==> src/rtl/strip_seq_pkg.sv <==
package strip_seq_pkg;
  localparam int DESC_BYTES = 2;

  typedef enum logic [1:0] {
    F_IDLE,
    F_EVEN,
    F_ODD,
    F_LOAD
  } fetch_st_e;
endpackage

==> src/rtl/strip_desc_fetch.sv <==
module strip_desc_fetch
  import strip_seq_pkg::*;
#(
  parameter int DATA_W = 8,
  parameter int ADDR_W = 10
) (
  input  logic              clk_i,
  input  logic              rst_ni,
  input  logic              start_i,
  input  logic              abort_i,
  input  logic [ADDR_W-1:0] ptr_i,
  input  logic              host_req_i,
  input  logic [ADDR_W-1:0] host_addr_i,
  input  logic [DATA_W-1:0] rdata_i,
  output logic              ram_re_o,
  output logic [ADDR_W-1:0] ram_addr_o,
  output logic              host_gnt_o,
  output logic              busy_o,
  output logic              load_o,
  output logic [DATA_W-1:0] hi_o,
  output logic [DATA_W-1:0] lo_o
);
  fetch_st_e         st_q;
  logic              fetch_rd;
  logic [DATA_W-1:0] hi_q;

  always_ff @(posedge clk_i or negedge rst_ni) begin
    if (!rst_ni) begin
      st_q <= F_IDLE;
      hi_q <= '0;
    end else if (abort_i) begin
      st_q <= F_IDLE;
    end else begin
      unique case (st_q)
        F_IDLE: if (start_i) st_q <= F_EVEN;
        F_EVEN: st_q <= F_ODD;
        F_ODD: begin
          st_q <= F_LOAD;
          hi_q <= rdata_i;  // even byte returns while the odd one is addressed
        end
        default: st_q <= F_IDLE;
      endcase
    end
  end

  always_comb begin
    fetch_rd = (st_q == F_EVEN) || (st_q == F_ODD);
    unique case (st_q)
      F_EVEN:  ram_addr_o = ptr_i;
      F_ODD:   ram_addr_o = ptr_i | ADDR_W'(1);
      default: ram_addr_o = host_addr_i;
    endcase
    ram_re_o   = fetch_rd | host_req_i;
    host_gnt_o = host_req_i & ~fetch_rd;
    busy_o     = st_q != F_IDLE;
    load_o     = (st_q == F_LOAD) & ~abort_i;
    hi_o       = hi_q;
    lo_o       = rdata_i;
  end

  p_even_then_odd_r3: assert property (@(posedge clk_i) disable iff (!rst_ni)
    (st_q == F_EVEN && !abort_i) |=> (st_q == F_ODD && ram_addr_o[0] && ram_re_o));

  p_host_passthru_r9: assert property (@(posedge clk_i) disable iff (!rst_ni)
    host_gnt_o |-> (ram_re_o && ram_addr_o == host_addr_i));

  p_abort_idle_r10: assert property (@(posedge clk_i) disable iff (!rst_ni)
    abort_i |=> !busy_o && !load_o);
endmodule

==> src/rtl/strip_line_ctr.sv <==
module strip_line_ctr #(
  parameter int CNT_W = 8
) (
  input  logic             clk_i,
  input  logic             rst_ni,
  input  logic             clr_i,
  input  logic             load_i,
  input  logic [CNT_W-1:0] total_i,
  input  logic             adv_i,
  input  logic             zy_i,
  output logic             last_o,
  output logic [CNT_W-1:0] row_o
);
  logic [CNT_W-1:0] cnt_q, total_q;

  always_ff @(posedge clk_i or negedge rst_ni) begin
    if (!rst_ni) begin
      cnt_q   <= '0;
      total_q <= '0;
    end else if (clr_i) begin
      cnt_q   <= '0;
      total_q <= '0;
    end else if (load_i) begin
      cnt_q   <= '0;
      total_q <= total_i;
    end else if (adv_i) begin
      cnt_q <= cnt_q + CNT_W'(1);
    end
  end

  always_comb begin
    last_o = ({1'b0, cnt_q} + (CNT_W+1)'(1)) >= {1'b0, total_q};
    row_o  = zy_i ? (cnt_q >> 1) : cnt_q;
  end

  p_cnt_below_total_r6: assert property (@(posedge clk_i) disable iff (!rst_ni)
    (total_q != '0) |-> (cnt_q < total_q));
endmodule

==> src/rtl/strip_seq.sv <==
module strip_seq
  import strip_seq_pkg::*;
#(
  parameter  int DATA_W = 8,
  parameter  int PAGE_W = 3,
  parameter  int CH_W   = 6,
  parameter  int CNT_W  = 8,
  localparam int ADDR_W = DATA_W + 2
) (
  input  logic              clk_i,
  input  logic              rst_ni,
  input  logic              vsync_i,
  input  logic              line_i,
  input  logic [PAGE_W-1:0] page_i,
  input  logic [CH_W-1:0]   char_h_i,
  input  logic              fbk_i,
  input  logic              host_req_i,
  input  logic [ADDR_W-1:0] host_addr_i,
  input  logic [DATA_W-1:0] ram_rdata_i,
  output logic              host_gnt_o,
  output logic              ram_re_o,
  output logic [ADDR_W-1:0] ram_addr_o,
  output logic              strip_valid_o,
  output logic              strip_char_o,
  output logic              disp_en_o,
  output logic              zoom_o,
  output logic              fblk_force_o,
  output logic [ADDR_W-1:0] code_addr_o,
  output logic [CNT_W-1:0]  row_o
);
  localparam int PAGE_SH = ADDR_W - PAGE_W - 1;

  logic              vs_q, vs_fall, need_q, valid_q;
  logic              busy, load, last, start, adv;
  logic [ADDR_W-1:0] ptr_q, page_base;
  logic [DATA_W-1:0] d_hi, d_lo;
  logic              cur_char_q, cur_de_q, cur_zy_q;
  logic [ADDR_W-1:0] cur_code_q;
  logic              n_char, n_de, n_zy;
  logic [ADDR_W-1:0] n_code;
  logic [CNT_W-1:0]  n_total;
  logic [CH_W-1:0]   ch_eff;

  always_comb begin
    vs_fall   = vs_q & ~vsync_i;
    page_base = ADDR_W'(page_i) << PAGE_SH;
    n_char    = d_hi[DATA_W-1];
    n_de      = n_char & d_hi[DATA_W-2];
    n_zy      = n_char & d_hi[DATA_W-4];
    n_code    = n_char ? {d_hi[1:0], d_lo[DATA_W-1:1], 1'b0} : '0;
    ch_eff    = (char_h_i == '0) ? CH_W'(1) : char_h_i;
    if (n_char) n_total = CNT_W'(ch_eff) << n_zy;
    else        n_total = (d_lo == '0) ? CNT_W'(1) : CNT_W'(d_lo);
    start = line_i & ~busy & ~vs_fall & (need_q | (valid_q & last));
    adv   = line_i & ~busy & ~vs_fall & valid_q & ~last;
  end

  always_ff @(posedge clk_i or negedge rst_ni) begin
    if (!rst_ni) begin
      vs_q       <= 1'b0;
      need_q     <= 1'b0;
      valid_q    <= 1'b0;
      ptr_q      <= '0;
      cur_char_q <= 1'b0;
      cur_de_q   <= 1'b0;
      cur_zy_q   <= 1'b0;
      cur_code_q <= '0;
    end else begin
      vs_q <= vsync_i;
      if (vs_fall) begin
        ptr_q      <= page_base;
        need_q     <= 1'b1;
        valid_q    <= 1'b0;
        cur_char_q <= 1'b0;
        cur_de_q   <= 1'b0;
        cur_zy_q   <= 1'b0;
        cur_code_q <= '0;
      end else begin
        if (start) need_q <= 1'b0;
        if (load) begin
          valid_q    <= 1'b1;
          ptr_q      <= ptr_q + ADDR_W'(DESC_BYTES);
          cur_char_q <= n_char;
          cur_de_q   <= n_de;
          cur_zy_q   <= n_zy;
          cur_code_q <= n_code;
        end
      end
    end
  end

  strip_desc_fetch #(
    .DATA_W(DATA_W),
    .ADDR_W(ADDR_W)
  ) i_fetch (
    .clk_i      (clk_i),
    .rst_ni     (rst_ni),
    .start_i    (start),
    .abort_i    (vs_fall),
    .ptr_i      (ptr_q),
    .host_req_i (host_req_i),
    .host_addr_i(host_addr_i),
    .rdata_i    (ram_rdata_i),
    .ram_re_o   (ram_re_o),
    .ram_addr_o (ram_addr_o),
    .host_gnt_o (host_gnt_o),
    .busy_o     (busy),
    .load_o     (load),
    .hi_o       (d_hi),
    .lo_o       (d_lo)
  );

  strip_line_ctr #(
    .CNT_W(CNT_W)
  ) i_line_ctr (
    .clk_i  (clk_i),
    .rst_ni (rst_ni),
    .clr_i  (vs_fall),
    .load_i (load),
    .total_i(n_total),
    .adv_i  (adv),
    .zy_i   (cur_zy_q),
    .last_o (last),
    .row_o  (row_o)
  );

  always_comb begin
    strip_valid_o = valid_q;
    strip_char_o  = cur_char_q;
    disp_en_o     = cur_de_q;
    zoom_o        = cur_zy_q;
    code_addr_o   = cur_code_q;
    fblk_force_o  = valid_q & ~cur_de_q & fbk_i;
  end

  p_restart_clears_r2: assert property (@(posedge clk_i) disable iff (!rst_ni)
    vs_fall |=> (!strip_valid_o && !strip_char_o && code_addr_o == '0));

  p_ptr_step_r8: assert property (@(posedge clk_i) disable iff (!rst_ni)
    load |=> (ptr_q == ADDR_W'($past(ptr_q) + ADDR_W'(DESC_BYTES))));

  p_en_needs_char_r7: assert property (@(posedge clk_i) disable iff (!rst_ni)
    disp_en_o |-> (strip_char_o && strip_valid_o));

  p_code_even_r5: assert property (@(posedge clk_i) disable iff (!rst_ni)
    strip_valid_o |-> !code_addr_o[0]);
endmodule

==> config.mk <==
export PLATFORM = sky130hd
export DESIGN_NAME = strip_seq
export DESIGN_NICKNAME = d
export VERILOG_FILES = /design/src/rtl/strip_seq_pkg.sv /design/src/rtl/strip_desc_fetch.sv /design/src/rtl/strip_line_ctr.sv /design/src/rtl/strip_seq.sv
export SDC_FILE = /design/constraint.sdc
export NUM_CORES = 1
export LEC_CHECK = 0
export ABC_CLOCK_PERIOD_IN_PS = 6200
export BUFFER_PORTS_ARGS = -buffer_cell sky130_fd_sc_hd__buf_4
export CAP_MARGIN = 5
export CORE_MARGIN = 5
export CORE_UTILIZATION = 40
export CTS_CLUSTER_DIAMETER = 30
export DETAILED_ROUTE_END_ITERATION = 7
export PLACE_DENSITY = 0.71
export SKIP_CTS_REPAIR_TIMING = 1
export SLEW_MARGIN = 5
export SYNTH_ARGS = -nofsm -noshare
export SYNTH_HDL_FRONTEND = slang
export SYNTH_SLANG_ARGS = --single-unit
==> constraint.sdc <==
create_clock -name clk_i -period 6.2 [get_ports clk_i]
set_input_delay 0.62 -clock clk_i [delete_from_list [all_inputs] [get_ports clk_i]]
set_output_delay 0.62 -clock clk_i [all_outputs]
set_load 0.01 [all_outputs]
==> flow_summary.yaml, run 1 <==
grt:
  grt_first_pass_wirelength_mm: 10.8
  antenna_found_initial: 0
  grt-ovfl-total: 0
  grt_max_degree: 48
  grt_use_total: 0.154
  grt_pass1_vias: 2272
synthesis:
  synth-seq-cells: 47
  synth_area_per_cell_um2: 9.42
  synth_edf_count: 0
  synth.top_cells.by_count: "dfrtp_1 (47), nand2_1 (28), nor2_1 (25)"
  ys_warn_count: 0
  syn-num-nets: 342
  synth_area_leader_cell: "dfrtp_1"
  ys_types: 43
  synth-async-reset-ratio: 1.00
  syn_inst: 295
  ys_seq_area_frac: 0.423
  synthTopCellsByArea: "dfrtp_1 (42%), ha_1 (6.3%), mux2_2 (5.3%), mux2i_1 (4.3%), nand2_1 (3.8%)"
  synth.most_common_cell: "dfrtp_1"
  yosysTopAreaCellShare: 0.423
  synthFlopType: "dfrtp_1"
  synthesis.area_um2: 2780
cts:
  clockBufferDepth: 2
  clock-sinks: 47
  cts_tree: "done"
  htree_levels: 2
  clk_latency_ns: 0.30
  cts_buffers: 5
  clk_pin_slew_ns: 0.09
  clock-root-buffer: "clkbuf_8"
setup_path:
  required_ns: 6.38
  critical_path_arrival_ns: 3.10
  crit_type: "reg -> reg"
  cp_cell_sequence: "ha_1 -> nand3_2 -> nor2_1 -> xor2_1 -> ha_1 -> and3_1 -> nand3_1 -> o21ai_1 -> o21ai_1 -> mux2i_1"
  cp_slowest_cell: "o21ai_1"
  start_kind: "register"
  cp_max_fo: 16
  cp-end-kind: "register"
  cpPeakStageDelay_ns: 0.68
timing:
  tightest_slew_ns: 1.16
  fin_tns_setup_ns: 0
  fin_crit_ns: 2.93
  fin_ws_ns: 3.27
  fmaxAchievable_mhz: 342
  skew_ns: 0.0144
  finalHoldViolCount: 0
  setup_viol: 0
  rsz0062_at_grt: "false"
  slew_headroom: 0.221
  fin_crit_sh: 0.472
  timing.hold.ws_ns: 0.310
  maxSlewViolCount: 0
placement:
  gp_congestion: 0.845
  dp.final_hpwl_mm: 4.65
  io_buffers: 66
  placed_cell_area_um2: 3340
  dp_cells: 444
  pre_cts_ws_ns: 3.31
routing:
  viasPerCell: 5.04
  antenna_left: 0
  drc: 0
  first_iter_violations: 104
  drt-total-wl_mm: 6.30
  dr.pass1.iters: 4
  post_drt_wl_per_cell_um: 13.9
  vias: 2280
power:
  combPwrFrac: 0.464
  ir_worst_vdd_uv: 158
  power.density_nw_per_um2: 356
  p_int_mw: 0.737
  clkPwrFrac: 0.149
  power_mw: 1.22
  power_leakage_nw: 1.65
  power_switching_mw: 0.481
  p_sw_frac: 0.395
  p_seq_frac: 0.387
job:
  drv_cap: 0
cells_and_area:
  nets: 402
  n_antenna_cell: 0
  stdcell_count: 452
  drive_gt1_frac: 0.267
  area_delta_synth_final_pct: 23.3
  fin_area_um2: 3430
  nFillCells: 640
  final_core_util: 0.504
floorplanning:
  die_height_um: 93.4
  start_util: 0.409
  core_um2: 6790
  rows: 30
  io_pins: 68
  die_area_um2: 8710
  die_x_um: 93.4
status:
  outcome: "completed"
min_path:
  worstHoldPathType: "in -> async"
[per-layer routing]
metal	up-vias	global-route usage	wire, um
met3	8	0.0282	199
met4	0	0.0549	86
li1	1142	-	-
met2	43	0.261	3160
met1	1087	0.196	2860
met5	-	0	0
[flip-flops by register name, summed over array words and instances (netlist names)]
register	cells
i_line_ctr.cnt_q	8
i_line_ctr.total_q	8
vs_q	1
i_fetch.hi_o	5
strip_char_o	1
disp_en_o	1
zoom_o	1
need_q	1
i_fetch.st_q	2
code_addr_o	9
ptr_q	9
strip_valid_o	1
[area by class of cell]
type | instances | area [um2] | area share
clock inverters | 2 | 12.5 | 0.00365
inverters | 20 | 75.1 | 0.0219
flip-flops and latches | 47 | 1180 | 0.343
clock buffers | 6 | 72.6 | 0.0212
well taps | 96 | 120 | 0.0350
repair buffers | 67 | 503 | 0.147
multi-input cells | 214 | 1470 | 0.428
[power by group through the flow]
stage	logic [mW]	registers, mW	clock network [mW]
after floorplan	0.378	0.451	0
after global placement	0.558	0.473	0
after detailed placement	0.571	0.476	0
after CTS	0.574	0.471	0.186
after global routing	0.633	0.485	0.199
final	0.565	0.471	0.182
[critical path, delay by kind of cell, from the launching register on]
family / cells / cell delay (ns)
muxes: 1 / 0.17
xor gates and xnor gates: 1 / 0.10
and+or+nand+nor: 4 / 0.58
adders and majority gates: 2 / 0.55
DFF: 1 / 0.45
AOI/OAI and AO/OA: 2 / 0.95
[kinds of logic (layout without fill, tap and decap cells)]
| logic type | Yosys count | in the layout | synth area share |
|---|---|---|---|
| AO/OA/AOI/OAI | 63 | 63 | 0.146 |
| adder cells (fa/ha/maj) | 14 | 14 | 0.0630 |
| multiplexers | 25 | 25 | 0.0959 |
| XOR/XNOR | 14 | 14 | 0.0441 |
| flip-flops | 47 | 47 | 0.423 |
| AND/OR/NAND/NOR | 97 | 97 | 0.178 |
| other | 1 | 1 | 0.00135 |
| buffers and inverters | 34 | 95 | 0.0486 |
[cells in the final DEF, fill, tap and decap left out, types with 11 or more instances in the layout]
cell,netlist,layout
buf_4,1,67
nor2_1,25,25
nand2_1,28,28
mux2i_1,12,12
dfrtp_1,47,47
mux2_2,13,13
a22o_1,11,11
o21ai_0,21,21
inv_1,20,20
a21oi_1,16,16
ha_1,14,14
[final timing paths]
path / startpoint / to / slack [ns] / cells after the start
worst max-delay path: i_line_ctr.cnt_q[0] / i_fetch.st_q[0] / 3.27 / 10
worst min-delay path: rst_ni / i_line_ctr.cnt_q[6] / 0.31 / 1
min in group clk_i: vsync_i / vs_q / 0.44 / 1
worst min register to register: strip_char_o / strip_char_o / 0.48 / 1
worst max register to register: i_line_ctr.cnt_q[0] / i_fetch.st_q[0] / 3.27 / 10
max in group asynchronous: rst_ni / ptr_q[6] / 5.48 / 1
Note: power is estimated with default switching activity, not from simulation.
==> run 2, diff against run 1 <==
--- a/config.mk
+++ b/config.mk
@@ -5,14 +5,14 @@
 export SDC_FILE = /design/constraint.sdc
 export NUM_CORES = 1
 export LEC_CHECK = 0
-export ABC_CLOCK_PERIOD_IN_PS = 6200
+export ABC_CLOCK_PERIOD_IN_PS = 2500
 export BUFFER_PORTS_ARGS = -buffer_cell sky130_fd_sc_hd__buf_4
 export CAP_MARGIN = 5
 export CORE_MARGIN = 5
 export CORE_UTILIZATION = 40
 export CTS_CLUSTER_DIAMETER = 30
 export DETAILED_ROUTE_END_ITERATION = 7
-export PLACE_DENSITY = 0.71
+export PLACE_DENSITY = 0.73
 export SKIP_CTS_REPAIR_TIMING = 1
 export SLEW_MARGIN = 5
 export SYNTH_ARGS = -nofsm -noshare
==> constraint.sdc (replaced) <==
create_clock -name clk_i -period 2.5 [get_ports clk_i]
set_input_delay 0.25 -clock clk_i [delete_from_list [all_inputs] [get_ports clk_i]]
set_output_delay 0.25 -clock clk_i [all_outputs]
set_load 0.01 [all_outputs]
==> run 2 against run 1 <==
  * The run now ends with setup timing left
  * Final cell count up 5.3%
  * Design area rose by 8.0%
  * Sequential share of layout area shrank 2.5 points
  * Power increased to 2.7 times the previous value
  * Global-route usage is 0.13 points higher
  * Worst setup slack worse by 3.3 ns
  * Combinational power increased to 2.9 times the previous value
  * Count of clock-buffer cells in the layout shrank 1
==> flow_summary.yaml, run 2 (synthesis gave the netlist of run 1 again) <==
status:
  outcome: "finished, violations left"
  violations: "setup timing"
grt:
  antenna_found_initial: 0
  grt_pass1_vias: 2352
  grt_use_total: 0.155
  grt_first_pass_wirelength_mm: 11.0
  grt_max_degree: 48
  grt-ovfl-total: 0
cts:
  clock-sinks: 47
  htree_levels: 2
  cts_tree: "done"
  clock-root-buffer: "clkbuf_8"
  clockBufferDepth: 2
  clk_pin_slew_ns: 0.09
  clk_latency_ns: 0.31
  cts_buffers: 5
setup_path:
  cp_common_cell: "nand3_4"
  critical_path_arrival_ns: 2.77
  required_ns: 2.73
  r2r_cells: 10
  crit_type: "reg -> reg"
  cp_cell_sequence: "ha_4 -> nand3_4 -> nor2_4 -> xor2_1 -> ha_1 -> a21o_1 -> a211oi_4 -> nand3_4 -> or4_4 -> a21oi_2"
  cpPeakStageDelay_ns: 0.44
  cp_max_fo: 7
  start_kind: "register"
  cp_slowest_cell: "dfrtp_1"
  cp-end-kind: "register"
placement:
  placed_cell_area_um2: 3480
  gp_congestion: 0.901
  dp.final_hpwl_mm: 4.93
  pre_cts_ws_ns: -0.0806
  dp_cells: 462
  io_buffers: 66
power:
  power_leakage_nw: 1.80
  power.density_nw_per_um2: 892
  ir_worst_vdd_uv: 392
cells_and_area:
  final_core_util: 0.545
  mostFrequentLayoutCell: "buf_4"
  area_delta_synth_final_pct: 33.2
  n_antenna_cell: 0
  nets: 426
  stdcell_count: 476
  final_cell_mix: "buf_4 (89), dfrtp_1 (45), nand2_1 (28)"
  nFillCells: 624
  drive_gt1_frac: 0.342
  fin_area_um2: 3700
routing:
  viasPerCell: 4.98
  post_drt_wl_per_cell_um: 13.8
  vias: 2370
  drt-total-wl_mm: 6.58
  antenna_left: 0
  dr.pass1.iters: 4
  first_iter_violations: 142
  drc: 0
min_path:
  min_path_cells: 1
  worstHoldPathType: "in -> reg"
floorplanning:
  core_um2: 6790
  rows: 30
  io_pins: 68
  die_x_um: 93.4
  die_area_um2: 8710
  start_util: 0.409
  die_height_um: 93.4
timing:
  fmaxAchievable_mhz: 393
  rsz0062_at_grt: "true"
  slew_headroom: 0.615
  setup_viol: 2
  maxSlewViolCount: 0
  tightest_slew_ns: 0.578
  skew_ns: 0.00984
  timing.hold.ws_ns: 0.0676
  finalHoldViolCount: 0
  fin_ws_ns: -0.0420
  fin_crit_sh: 1.02
  fin_crit_ns: 2.54
job:
  drv_cap: 0
[run 2: final timing paths]
| kind | start | end | slack [ns] |
|---|---|---|---|
| worst min-delay path | vsync_i | vs_q | 0.07 |
| worst min register to register | need_q | need_q | 0.48 |
| max in group asynchronous | rst_ni | i_line_ctr.cnt_q[2] | 1.59 |
| worst max-delay path | i_line_ctr.cnt_q[1] | i_line_ctr.cnt_q[2] | -0.04 |
| min in group asynchronous | rst_ni | ptr_q[6] | 0.49 |
| worst max register to register | i_line_ctr.cnt_q[1] | i_line_ctr.cnt_q[2] | -0.04 |
[run 2: critical path, delay by kind of cell (launching register included)]
kind | cells | cell delay (ns)
flip-flops | 1 | 0.44
XOR/XNOR | 1 | 0.16
AND/OR/NAND/NOR | 4 | 0.73
AO/OA/AOI/OAI | 3 | 0.62
adder cells (fa/ha/maj) | 2 | 0.51
[run 2: where the power goes]
part / internal (mW) / switching (mW)
Combinational: 0.830 / 0.831
Clock: 0.206 / 0.270
Sequential: 0.962 / 0.203
[run 2: cell type report]
type                    count  area, um2  share of cell area
flip-flops and latches     47       1180               0.318
multi-input cells         215       1560               0.420
clock buffers               5       68.8              0.0186
clock inverters             3       26.3             0.00710
well taps                  96        120              0.0324
repair buffers             90        678               0.183
inverters                  20       75.1              0.0203
[run 2: stage by stage]
stage	total power, mW	setup TNS (ns)
CTS	3.19	-0.689
global placement	2.65	0
finish	3.30	-0.0565
detailed placement	2.70	-0.379
global route	3.58	-0.874
floorplan	2.06	0
[run 2: routing by layer]
| layer | up-vias | track usage | part of all wire |
|---|---|---|---|
| li1 | 1193 | - | - |
| met1 | 1136 | 0.207 | 0.45 |
| met2 | 37 | 0.260 | 0.52 |
| met3 | 4 | 0.0233 | 0.026 |
| met4 | 0 | 0.0476 | 0.0093 |
| met5 | - | 0 | 0 |
==> run 3, diff against run 2 <==
--- a/config.mk
+++ b/config.mk
@@ -8,6 +8,7 @@
 export ABC_CLOCK_PERIOD_IN_PS = 2500
 export BUFFER_PORTS_ARGS = -buffer_cell sky130_fd_sc_hd__buf_4
 export CAP_MARGIN = 5
+export CORE_ASPECT_RATIO = 1.1
 export CORE_MARGIN = 5
 export CORE_UTILIZATION = 40
 export CTS_CLUSTER_DIAMETER = 30
==> run 3 against run 2 <==
  * The flow still finishes with violations (setup timing)
  * Sequential power about the same
  * First-iteration DRC count down 25%
  * Final cell count shrank 2.3%
  * Worst hold slack improved by 0.0020 ns
  * Sequential cell count stayed put
  * Clock skew shrank 0.0064 ns
  * Fmax grew 0.39%
  * Clock power up 4%
  * Power is 0.57% higher
  * Critical path depth is 1 higher
  * Critical endpoint is now i_line_ctr.cnt_q[3]
==> flow_summary.yaml, run 3 (synthesis gave the netlist of run 1 again) <==
floorplanning:
  io_pins: 68
  core_um2: 6670
  die_height_um: 97.4
  die_x_um: 89.5
  start_util: 0.417
  rows: 31
  die_area_um2: 8720
routing:
  wl_met2_mm: 3.69
  wl_met3_um: 278
  post_drt_wl_per_cell_um: 15.0
  antenna_left: 0
  wl_met1_mm: 2.88
  drt-total-wl_mm: 6.95
  vias: 2432
  drc: 0
  routed.top_layer: "met4"
  dr.pass1.iters: 4
  viasPerCell: 5.23
  first_iter_violations: 107
placement:
  pre_cts_ws_ns: -0.107
  dp.final_hpwl_mm: 5.09
  placed_cell_area_um2: 3460
  io_buffers: 66
  dp_cells: 447
  gp_congestion: 0.819
timing:
  timing.hold.ws_ns: 0.0696
  maxSlewViolCount: 0
  skew_ns: 0.00343
  fmaxAchievable_mhz: 395
  finalHoldViolCount: 0
  tightest_slew_ns: 0.587
  setup_viol: 4
  rsz0062_at_grt: "true"
  fin_crit_ns: 2.53
  fin_crit_sh: 1.01
  slew_headroom: 0.608
  fin_ws_ns: -0.0321
grt:
  grt_pass1_vias: 2356
  grt_first_pass_wirelength_mm: 11.3
  grt_max_degree: 48
  grt-ovfl-total: 0
  grt_use_total: 0.161
  antenna_found_initial: 0
setup_path:
  crit_type: "reg -> reg"
  critical_path_arrival_ns: 2.73
  required_ns: 2.70
  cp-end-kind: "register"
  cp_max_fo: 7
  start_kind: "register"
cells_and_area:
  seq_area_um2: 1180
  final_cell_mix: "buf_4 (92), dfrtp_1 (45), nand2_1 (28)"
  mostFrequentLayoutCell: "buf_4"
  area_delta_synth_final_pct: 33.3
  stdcell_count: 465
  multi_input_area_um2: 1540
  drive_gt1_frac: 0.347
  n_antenna_cell: 0
  nets: 429
  fin_area_um2: 3700
  nFillCells: 617
cts:
  clockBufferDepth: 2
  cts_tree: "done"
  clock-sinks: 47
  clk_latency_ns: 0.30
  cts_buffers: 5
  clock-root-buffer: "clkbuf_8"
  htree_levels: 2
  clk_pin_slew_ns: 0.09
power:
  p_sw_frac: 0.387
  ir_worst_vdd_uv: 457
  power.density_nw_per_um2: 896
  power_mw: 3.32
  power_switching_mw: 1.29
  p_int_mw: 2.04
  power_leakage_nw: 1.81
  combPwrFrac: 0.500
  clkPwrFrac: 0.148
  p_seq_frac: 0.352
status:
  outcome: "finished, violations left"
  violations: "setup timing"
job:
  drv_cap: 0
min_path:
  worstHoldPathType: "in -> reg"
-- run 3: critical path: stages (launching register included) --
cell     delay [ns]
dfrtp_1        0.41
buf_4          0.14
nand3_4        0.09
nor2_1         0.18
xor2_1         0.25
ha_1           0.29
and3_1         0.16
o21ai_0        0.09
o21ai_2        0.16
buf_4          0.17
o31a_2         0.31
o21a_1         0.18
-- run 3: power groups by stage --
stage                     clock, mW  combinational (mW)  sequential (mW)
after detailed placement          0                1.52             1.18
after CTS                     0.507                1.54             1.17
after global placement            0                1.48             1.17
after global routing          0.531                1.83             1.20
after floorplan                   0               0.938             1.12
final                         0.492                1.66             1.17
-- run 3: metrics by stage --
stage | setup TNS [ns] | utilization
6_report | -0.0730 | 0.555
5_1_grt | -1.61 | 0.555
4_1_cts | -0.912 | 0.533
3_5_place_dp | -0.593 | 0.518
3_3_place_gp | 0 | 0.518
2_1_floorplan | 0 | -
-- run 3: metal layers --
| layer | vias up | track usage |
|---|---|---|
| li1 | 1198 | - |
| met1 | 1165 | 0.207 |
| met2 | 59 | 0.273 |
| met3 | 10 | 0.0280 |
| met4 | 0 | 0.0470 |
| met5 | - | 0 |
-- run 3: layout make-up --
type	instances	area share
flip-flops and latches	47	0.318
well taps	82	0.0277
repair buffers	94	0.192
inverters	20	0.0203
clock buffers	6	0.0223
clock inverters	2	0.00439
multi-input cells	214	0.415
-- run 3: path summary, 6_finish.rpt --
check	depth (start not counted)	from	slack [ns]	end
setup / recovery	11	i_line_ctr.cnt_q[0]	-0.03	i_line_ctr.cnt_q[3]
hold / removal	1	vsync_i	0.07	vs_q
setup reg to reg	11	i_line_ctr.cnt_q[0]	-0.03	i_line_ctr.cnt_q[3]
hold reg to reg	2	need_q	0.49	need_q
max in group asynchronous	2	rst_ni	1.58	i_line_ctr.cnt_q[2]
min in group asynchronous	2	rst_ni	0.49	ptr_q[6]
